$ cat src/rtl/rxp_pkg.sv
package rxp_pkg;

  // Output word format after decode of the width and shift fields
  typedef enum logic {
    FMT_W16 = 1'b0,
    FMT_W8  = 1'b1
  } rxp_fmt_e;

  // Bit positions inside the format word
  localparam int FMT_SHIFT_LSB = 0;
  localparam int FMT_WIDTH_LSB = 4;
  localparam int FMT_WANTQ_BIT = 9;

endpackage

$ cat src/rtl/rxp_cfg_decode.sv
module rxp_cfg_decode
  import rxp_pkg::*;
#(
  parameter int NUM_CH = 4,
  parameter int CNT_W  = 4
) (
  input  logic [2:0]       nch_code,
  input  logic [10:0]      fmt_word,
  output logic [CNT_W-1:0] total_vals,
  output logic             want_q,
  output rxp_fmt_e         fmt_mode
);

  logic [CNT_W-1:0] ch_cnt;
  logic [3:0]       shift_f;
  logic [4:0]       width_f;

  assign shift_f = fmt_word[FMT_SHIFT_LSB +: 4];
  assign width_f = fmt_word[FMT_WIDTH_LSB +: 5];
  assign want_q  = fmt_word[FMT_WANTQ_BIT];

  // Legal counts are 2 and 4 (if present); every other code means one channel
  always_comb begin
    ch_cnt = CNT_W'(1);
    if (nch_code == 3'd2 && NUM_CH >= 2) ch_cnt = CNT_W'(2);
    if (nch_code == 3'd4 && NUM_CH >= 4) ch_cnt = CNT_W'(4);
  end

  assign total_vals = want_q ? (ch_cnt << 1) : ch_cnt;

  // Only 8/8 selects byte mode; anything unsupported falls back to 16/0
  always_comb begin
    fmt_mode = FMT_W16;
    if (width_f == 5'd8 && shift_f == 4'd8) fmt_mode = FMT_W8;
  end

endmodule

$ cat src/rtl/rxp_sequencer.sv
module rxp_sequencer
  import rxp_pkg::*;
#(
  parameter int NUM_CH = 4,
  parameter int SMP_W  = 16,
  parameter int CNT_W  = 4
) (
  input  logic                    clk,
  input  logic                    rst_n,
  input  logic                    clear,
  input  logic                    stb,
  input  logic [NUM_CH*SMP_W-1:0] i_bus,
  input  logic [NUM_CH*SMP_W-1:0] q_bus,
  input  logic [CNT_W-1:0]        total_in,
  input  logic                    want_q_in,
  input  rxp_fmt_e                mode_in,
  output logic [SMP_W-1:0]        val,
  output logic                    val_vld,
  output rxp_fmt_e                mode_out
);

  logic [NUM_CH*SMP_W-1:0] cap_i_q, cap_i_d;
  logic [NUM_CH*SMP_W-1:0] cap_q_q, cap_q_d;
  logic [CNT_W-1:0]        total_q, total_d;
  logic                    wantq_q, wantq_d;
  rxp_fmt_e                mode_q, mode_d;
  logic                    busy_q, busy_d;
  logic [CNT_W-1:0]        idx_q, idx_d;
  logic                    load_en;

  logic [SMP_W-1:0] lane_i [NUM_CH];
  logic [SMP_W-1:0] lane_q [NUM_CH];

  genvar g;
  generate
    for (g = 0; g < NUM_CH; g++) begin : g_lane
      assign lane_i[g] = cap_i_q[g*SMP_W +: SMP_W];
      assign lane_q[g] = cap_q_q[g*SMP_W +: SMP_W];
    end
  endgenerate

  assign load_en = stb && !clear;

  // Next-state logic
  always_comb begin
    cap_i_d = cap_i_q;
    cap_q_d = cap_q_q;
    total_d = total_q;
    wantq_d = wantq_q;
    mode_d  = mode_q;
    busy_d  = busy_q;
    idx_d   = idx_q;
    if (clear) begin
      busy_d = 1'b0;
      idx_d  = '0;
    end else if (load_en) begin
      cap_i_d = i_bus;
      cap_q_d = q_bus;
      total_d = total_in;
      wantq_d = want_q_in;
      mode_d  = mode_in;
      busy_d  = 1'b1;
      idx_d   = '0;
    end else if (busy_q) begin
      if (idx_q == total_q - CNT_W'(1)) begin
        busy_d = 1'b0;
        idx_d  = '0;
      end else begin
        idx_d = idx_q + CNT_W'(1);
      end
    end
  end

  // Capture registers: clock-enabled, no reset needed on data
  always_ff @(posedge clk) begin
    if (load_en) begin
      cap_i_q <= cap_i_d;
      cap_q_q <= cap_q_d;
    end
  end

  always_ff @(posedge clk or negedge rst_n) begin
    if (!rst_n) begin
      total_q <= CNT_W'(1);
      wantq_q <= 1'b0;
      mode_q  <= FMT_W16;
      busy_q  <= 1'b0;
      idx_q   <= '0;
    end else begin
      total_q <= total_d;
      wantq_q <= wantq_d;
      mode_q  <= mode_d;
      busy_q  <= busy_d;
      idx_q   <= idx_d;
    end
  end

  // Value select: interleave I/Q when quadrature is wanted
  logic [CNT_W-1:0] ch_sel;
  logic             is_q;

  assign ch_sel   = wantq_q ? (idx_q >> 1) : idx_q;
  assign is_q     = wantq_q && idx_q[0];
  assign val      = is_q ? lane_q[ch_sel[$clog2(NUM_CH)-1:0]]
                         : lane_i[ch_sel[$clog2(NUM_CH)-1:0]];
  assign val_vld  = busy_q;
  assign mode_out = mode_q;

  // Input assumption: no new strobe while a period is still streaming
  assert_stb_idle_R10: assert property (@(posedge clk) disable iff (!rst_n)
    busy_q && !clear |-> !stb);

  // A strobe starts a period at its first value
  assert_start_first_R2: assert property (@(posedge clk) disable iff (!rst_n)
    stb && !clear |=> val_vld && idx_q == '0);

  // The position never runs past the configured value count
  assert_idx_bound_R1: assert property (@(posedge clk) disable iff (!rst_n)
    busy_q |-> idx_q < total_q);

  // Clear stops the stream
  assert_clear_stops_R9: assert property (@(posedge clk) disable iff (!rst_n)
    clear |=> !val_vld);

endmodule

$ cat src/rtl/rxp_pack.sv
module rxp_pack
  import rxp_pkg::*;
#(
  parameter int SMP_W = 16
) (
  input  logic             clk,
  input  logic             rst_n,
  input  logic             clear,
  input  logic [SMP_W-1:0] in_val,
  input  logic             in_vld,
  input  rxp_fmt_e         mode,
  output logic [SMP_W-1:0] word,
  output logic             word_vld
);

  localparam int NARROW_W = SMP_W / 2;

  logic [NARROW_W-1:0] lo_q, lo_d;
  logic                half_q, half_d;
  logic [SMP_W-1:0]    word_q, word_d;
  logic                vld_q, vld_d;
  logic [SMP_W-1:0]    shifted;
  logic [NARROW_W-1:0] narrow;

  assign shifted = SMP_W'($signed(in_val) >>> NARROW_W);
  assign narrow  = shifted[NARROW_W-1:0];

  always_comb begin
    lo_d   = lo_q;
    half_d = half_q;
    word_d = word_q;
    vld_d  = 1'b0;
    if (clear) begin
      half_d = 1'b0;
    end else if (in_vld) begin
      if (mode == FMT_W16) begin
        word_d = in_val;
        vld_d  = 1'b1;
      end else if (!half_q) begin
        lo_d   = narrow;
        half_d = 1'b1;
      end else begin
        word_d = {narrow, lo_q};
        vld_d  = 1'b1;
        half_d = 1'b0;
      end
    end
  end

  always_ff @(posedge clk) begin
    if (in_vld && !clear) begin
      lo_q   <= lo_d;
      word_q <= word_d;
    end
  end

  always_ff @(posedge clk or negedge rst_n) begin
    if (!rst_n) begin
      half_q <= 1'b0;
      vld_q  <= 1'b0;
    end else begin
      half_q <= half_d;
      vld_q  <= vld_d;
    end
  end

  assign word     = word_q;
  assign word_vld = vld_q;

  assert_clear_quiet_R9: assert property (@(posedge clk) disable iff (!rst_n)
    clear |=> !word_vld);

  assert_pass_through_R5: assert property (@(posedge clk) disable iff (!rst_n)
    in_vld && !clear && mode == FMT_W16 |=> word_vld && word == $past(in_val));

  assert_first_byte_held_R6: assert property (@(posedge clk) disable iff (!rst_n)
    in_vld && !clear && mode == FMT_W8 && !half_q |=> !word_vld);

  assert_pair_emits_R6: assert property (@(posedge clk) disable iff (!rst_n)
    in_vld && !clear && mode == FMT_W8 && half_q |=> word_vld);

  // Input assumption: no switch to 16-bit mode while a byte is held
  assert_no_mode_mix_R7: assert property (@(posedge clk) disable iff (!rst_n)
    half_q && in_vld |-> mode == FMT_W8);

endmodule

$ cat src/rtl/rx_chan_packer.sv
module rx_chan_packer
  import rxp_pkg::*;
#(
  parameter int NUM_CH = 4,
  parameter int SMP_W  = 16
) (
  input  logic                    clk,
  input  logic                    rst_n,
  input  logic                    clear,
  input  logic                    smp_stb,
  input  logic [NUM_CH*SMP_W-1:0] smp_i,
  input  logic [NUM_CH*SMP_W-1:0] smp_q,
  input  logic [2:0]              cfg_nch,
  input  logic [10:0]             cfg_fmt,
  output logic [SMP_W-1:0]        word_o,
  output logic                    word_vld
);

  localparam int CNT_W = $clog2(2*NUM_CH + 1);

  // Reset: asserted asynchronously, released on the clock
  logic rst_meta, rst_sync;
  always_ff @(posedge clk or negedge rst_n) begin
    if (!rst_n) begin
      rst_meta <= 1'b0;
      rst_sync <= 1'b0;
    end else begin
      rst_meta <= 1'b1;
      rst_sync <= rst_meta;
    end
  end

  logic [CNT_W-1:0] dec_total;
  logic             dec_wantq;
  rxp_fmt_e         dec_mode;
  logic [SMP_W-1:0] seq_val;
  logic             seq_vld;
  rxp_fmt_e         seq_mode;

  rxp_cfg_decode #(.NUM_CH(NUM_CH), .CNT_W(CNT_W)) u_dec (
    .nch_code   (cfg_nch),
    .fmt_word   (cfg_fmt),
    .total_vals (dec_total),
    .want_q     (dec_wantq),
    .fmt_mode   (dec_mode)
  );

  rxp_sequencer #(.NUM_CH(NUM_CH), .SMP_W(SMP_W), .CNT_W(CNT_W)) u_seq (
    .clk       (clk),
    .rst_n     (rst_sync),
    .clear     (clear),
    .stb       (smp_stb),
    .i_bus     (smp_i),
    .q_bus     (smp_q),
    .total_in  (dec_total),
    .want_q_in (dec_wantq),
    .mode_in   (dec_mode),
    .val       (seq_val),
    .val_vld   (seq_vld),
    .mode_out  (seq_mode)
  );

  rxp_pack #(.SMP_W(SMP_W)) u_pack (
    .clk      (clk),
    .rst_n    (rst_sync),
    .clear    (clear),
    .in_val   (seq_val),
    .in_vld   (seq_vld),
    .mode     (seq_mode),
    .word     (word_o),
    .word_vld (word_vld)
  );

  // No word can appear without a value having entered the packer
  assert_word_has_source_R11: assert property (@(posedge clk) disable iff (!rst_sync)
    word_vld |-> $past(seq_vld));

endmodule

$ cat config.mk
export PLATFORM = sky130hd
export DESIGN_NAME = rx_chan_packer
export DESIGN_NICKNAME = d
export VERILOG_FILES = /design/src/rtl/rxp_pkg.sv /design/src/rtl/rxp_cfg_decode.sv /design/src/rtl/rxp_sequencer.sv /design/src/rtl/rxp_pack.sv /design/src/rtl/rx_chan_packer.sv
export SDC_FILE = /design/constraint.sdc
export NUM_CORES = 1
export LEC_CHECK = 0
export CAP_MARGIN = 20
export CORE_MARGIN = 2
export CORE_UTILIZATION = 60
export CTS_CLUSTER_DIAMETER = 100
export DETAILED_ROUTE_END_ITERATION = 16
export DONT_BUFFER_PORTS = 1
export GPL_ROUTABILITY_DRIVEN = 0
export PLACE_DENSITY = 0.8
export SLEW_MARGIN = 20
export SYNTH_ARGS = -nofsm -noshare
export SYNTH_HDL_FRONTEND = slang
export SYNTH_SLANG_ARGS = --single-unit
$ cat constraint.sdc
create_clock -name clk -period 1.1 [get_ports clk]
set_input_delay 0.055 -clock clk [delete_from_list [all_inputs] [get_ports clk]]
set_output_delay 0.055 -clock clk [all_outputs]
set_load 0.005 [all_outputs]
==> metrics.md, run 1 <==
| Metric | Value |
|---|---|
| Number of synthesized flops with an enable pin | around 150 |
| Total I/O pin count | about 160 |
| Num CTS Buffers | 17 |
| Simple-gate share of the synthesized area | 8.18% |
| Synth Area in Compound Gates | 8.14% |
| Synthesized cell area | 6620 sq um |
| Post-synth top area cell | edfxtp_1 |
| Register area share after synthesis | 74.6% |
| Cts repair resizes | 23 |
| Die span in y | 109 microns |
| Clock Sinks | about 170 |
| Status | did not finish |
| Clock root buffer | clkbuf_8 |
| Stopping stage | clock tree synthesis (4_1_cts) |
| H-tree Lvls | 4 |
| Distinct cells, synth | 44 |
| Synth top area share | approximately 69% |
| Post-DP HPWL | slightly below 10 mm |
| Mux cell area share after synthesis | under 10% |
| Post-CTS Setup Bufs | 5 |
| Hold_buf cts | 124 |
| Primary FF master, synth | edfxtp_1 |
| Initial Util | 61.4% |
| Async S/R FF share, synth | under 10% |
| Stop err | [ERROR RSZ-0060] Max buffer count reached. |
| Largest family of logic cells by synthesized area | simple AND/OR/NAND/NOR gates |
| Clock buffer depth | 2 |
| Post-Synth XOR/XNOR Area | 1.27% |
| Mean post-synth cell area | between 15 and 20 sq um |
| Placed insts | roughly 580 |
| Syn_nets | 564 |
| Yosys reg bits | 167 |
| Die W | roughly 110 microns |
| Row count | 38 |
| Synthesized instance count | between 400 and 500 |
| IO Port Bufs | 0 |
| Ys Warns | 0 |
| Post-Synth Adder-Cell Area | less than 1% |
| Dominant cells by area after synthesis | edfxtp_1, dfrtp_1, nand2_1, mux4_2, a211oi_1 |
| DP Worst Slack | -0.804 ns |
-- cell families after synthesis --
logic type,after synthesis
muxes,21
DFF,167
buffers and inverters,28
xor gates and xnor gates,8
and+or+nand+nor,119
other,1
adders and majority gates,2
AOI/OAI and AO/OA,70
-- metrics by stage --
stage | instance area, sq um | hold WS [ns] | utilization, %
after global placement | 7190 | -0.241 | 66.6
after floorplan | 6740 | -0.241 | -
after detailed placement | 7190 | -0.241 | 66.6
-- Yosys cell counts (2+ instances only) --
master / instances
dfrtp_1: 14
a31o_1: 2
o22ai_2: 4
nand2b_1: 3
mux2i_1: 3
mux2_2: 5
buf_6: 3
a211oi_1: 16
mux4_2: 8
nor2_1: 7
and2_1: 8
xnor2_1: 4
buf_4: 3
nor3_1: 4
nand2_1: 66
nor2b_1: 9
ha_1: 2
a311oi_1: 8
nand3_1: 18
clkbuf_1: 7
o22ai_1: 4
a21oi_1: 3
xor2_1: 3
inv_1: 8
buf_2: 7
mux2_4: 5
a31o_2: 6
o31ai_1: 8
edfxtp_1: 152
o21ai_0: 12
==> run 2: changes to the inputs <==
--- a/config.mk
+++ b/config.mk
@@ -7,12 +7,11 @@
 export LEC_CHECK = 0
 export CAP_MARGIN = 20
 export CORE_MARGIN = 2
-export CORE_UTILIZATION = 60
-export CTS_CLUSTER_DIAMETER = 100
+export CORE_UTILIZATION = 40
 export DETAILED_ROUTE_END_ITERATION = 16
 export DONT_BUFFER_PORTS = 1
 export GPL_ROUTABILITY_DRIVEN = 0
-export PLACE_DENSITY = 0.8
+export PLACE_DENSITY_LB_ADDON = 0.15
 export SLEW_MARGIN = 20
 export SYNTH_ARGS = -nofsm -noshare
 export SYNTH_HDL_FRONTEND = slang
==> run 2 against run 1 <==
The flow now finishes, with violations (negative setup slack); area after synthesis is the same; synthesized cell count unchanged.
==> metrics.md, run 2 <==
| Metric | Value |
|---|---|
| Clock Sinks | 167 (unchanged) |
| Dominant cells by area after synthesis | edfxtp_1, dfrtp_1, nand2_1, mux4_2, a211oi_1 |
| R2R Setup Slk | -0.62 ns |
| Die W | 133 microns (+22%) |
| Final cell count without fillers | 846 |
| Status | complete, but fails checks |
| Most frequent cell after synthesis | edfxtp_1 |
| Initial antenna violation count | 0 |
| Most frequent cells in the layout | edfxtp_1, dlygate4sd3_1, nand2_1 |
| Initial Util | 40.4% (-21 points) |
| CP Data Arrival Time | between 1.5 and 2 ns |
| Latest clock arrival within the worst-skew pair | approximately 0.43 ns |
| Slew Limit Fails | 0 |
| Antenna Nets Post-Route | 0 |
| Syn_nets | 564 (unchanged) |
| Critical Path Source Type | flip-flop |
| CTS tree | yes |
| Maximum fanout along the worst path | 7 |
| Max Cap Viol | 0 |
| Number of synthesized flops with an enable pin | 152 (unchanged) |
| Via count | between 4k and 5k |
| Area grow syn2layout | 46.3% |
| Total I/O pin count | 163 (unchanged) |
| Register area share after synthesis | 74.6% (unchanged) |
| # diodes | 0 |
| Final setup violation count | 53 |
| R2R Path End | u_pack.word[7] |
| Post-DP HPWL | 10.3 mm (+6.3%) |
| Fin nets | between 700 and 800 |
| Synthesized cell area | 6620 sq um (unchanged) |
| Most frequent cells after synthesis | edfxtp_1, nand2_1, nand3_1 |
| Global-route wire length before repair | 24.9 mm |
| Crit. Startpoint | u_seq.wantq_q |
| Power per standard cell area | 1590 nW/um^2 |
| Final setup TNS | -16.97 ns |
| First-pass DRT Iterations | 4 |
| Hold Slack | 0.0210 ns |
| Num CTS Buffers | 17 (unchanged) |
| Clock buffer depth | 2 (unchanged) |
| IO Port Bufs | 0 (unchanged) |
| Pint | around 12 mW |
| Placed insts | 660 (+14%) |
| Post-synth top area cell | edfxtp_1 |
| Wirelength per Cell | about 20 microns |
| Tcrit/Tclk final | 157% |
| Req. time, crit path | between 1 and 1.5 ns |
| Clock power frac | approximately two fifths |
| Die span in y | 133 microns (+22%) |
| H-tree Lvls | 4 (unchanged) |
| Cells on worst reg2reg path | 5 |
| Hold Path Cell Cnt | 4 |
| Leak | roughly 3.4 nW |
| Via density | a little over 5 |
| VDD IR max | around 1100 uV |
| GRT Util Overall | between 10% and 20% |
| Residual DRC | 0 |
| Violated checks | negative setup slack |
| Row count | 47 (+24%) |
| Worst hold path type | in -> reg |
| Commonest non-fill, non-tap cell in the layout | edfxtp_1 |
| Logic pwr share | 11.8% |
| Final hold violation count | 0 |
| Die footprint | 17600 sq um |
| Critical path class | reg -> reg |
| Tmin final | between 1.5 and 2 ns |
| Pin count of the biggest net entering global routing | 55 |
| Primary FF master, synth | edfxtp_1 |
| Final worst slack | -0.624 ns |
| Ys Warns | 0 (unchanged) |
| Distinct cells, synth | 44 (unchanged) |
| GR Overflow Total | 0 |
| RSZ-0062 raised after global routing | yes |
| Initial drt markers | about 220 |
| Synth top area share | 68.9% (unchanged) |
| Core area | roughly 16000 sq um |
| Crit path capture type | flip-flop |
| Worst r2r src | u_seq.wantq_q |
| Crit path to | u_pack.word[7] |
| Synthesized instance count | 416 (unchanged) |
| Sw Ratio | about 23% |
| Final WL | between 15 and 20 mm |
| Achievable Freq | ~580 MHz |
| Hold Startpoint | cfg_nch[0] |
| Layout cell share with drive strength beyond 1 | roughly a quarter |
| Mean post-synth cell area | 15.9 sq um (unchanged) |
| Yosys reg bits | 167 (unchanged) |
| Final Skew | 0.00759 ns |
| Clock root buffer | clkbuf_16 |
| Reg power frac | roughly 49% |
| Async S/R FF share, synth | 8.98% (unchanged) |
| Vias in the first global route | 4555 |
| Clock slew at reported path FFs | roughly 0.06 ns |
| Net Switching | 3.56 mW |
-- run 2: cell counts after synthesis --
No cell type changed its count.
-- run 2: final cells by class --
| cell class | count | area (sq um) |
|---|---|---|
| Clock buffer | 17 | 425 |
| Clock inverter | 15 | 166 |
| Fill cell | 1267 | 6710 |
| Inverter | 8 | 33.8 |
| Multi-Input combinational cell | 222 | 1800 |
| Sequential cell | 167 | 4950 |
| Tap cell | 220 | 275 |
| Timing Repair Buffer | 197 | 2050 |
-- run 2: worst max-delay path: stages (launching register included) --
cell       delay, ns
dfrtp_2         0.43
mux2_4          0.35
clkbuf_16       0.18
mux2_2          0.28
o22ai_2         0.15
o31ai_2         0.08
-- run 2: power by group through the flow --
stage | clock (mW) | sequential (mW) | combinational (mW)
floorplan | 0 | 7.66 | 0.751
global placement | 0 | 7.70 | 1.15
detailed placement | 0 | 7.71 | 1.16
CTS | 6.10 | 7.58 | 1.71
global route | 6.35 | 7.61 | 1.96
finish | 5.98 | 7.58 | 1.81
-- run 2: worst min-delay path by stage --
stage,end
3_3_place_gp,rst_sync
5_1_grt,u_seq.total_q[1]
3_5_place_dp,rst_sync
2_1_floorplan,rst_meta
6_report,u_seq.total_q[1]
4_1_cts,u_seq.total_q[1]
-- run 2: logic make-up after synthesis --
logic type | after synthesis | synth area share, %
xor gates and xnor gates | 8 | 1.27
and+or+nand+nor | 119 | 8.18
adders and majority gates | 2 | 0.378
DFF | 167 | 74.6
muxes | 21 | 5.16
buffers and inverters | 28 | 2.23
other | 1 | 0.0566
AOI/OAI and AO/OA | 70 | 8.14
-- run 2: per-stage QoR --
step | power (mW) | utilization, % | setup WS, ns | area [sq um]
global placement | 8.85 | 44.7 | -0.634 | 7340
finish | 15.4 | 59.1 | -0.624 | 9690
global route | 15.9 | 59.1 | -0.669 | 9690
CTS | 15.4 | 58.2 | -0.617 | 9550
floorplan | 8.41 | - | -1.50 | 6740
detailed placement | 8.87 | 44.7 | -0.654 | 7340
-- run 2: layer usage --
layer	vias up	global-route usage, %	part of all wire (%)
li1	1997	-	-
met1	2148	22.9	40
met2	125	32.9	53
met3	24	4.94	5.0
met4	0	6.45	1.6
met5	-	0	0
-- run 2: what timing repair did --
item / CTS / global route
gates resized for setup: 27 / 21
hold endpoints to repair: 143 / 0
cloned: 2 / 2
endpoints found under the setup margin: 53 / 181
buffers inserted: 10 / 4
hold buffers: 138 / 0
pin swaps: 10 / 8
Note: power is estimated with default switching activity, not from simulation.
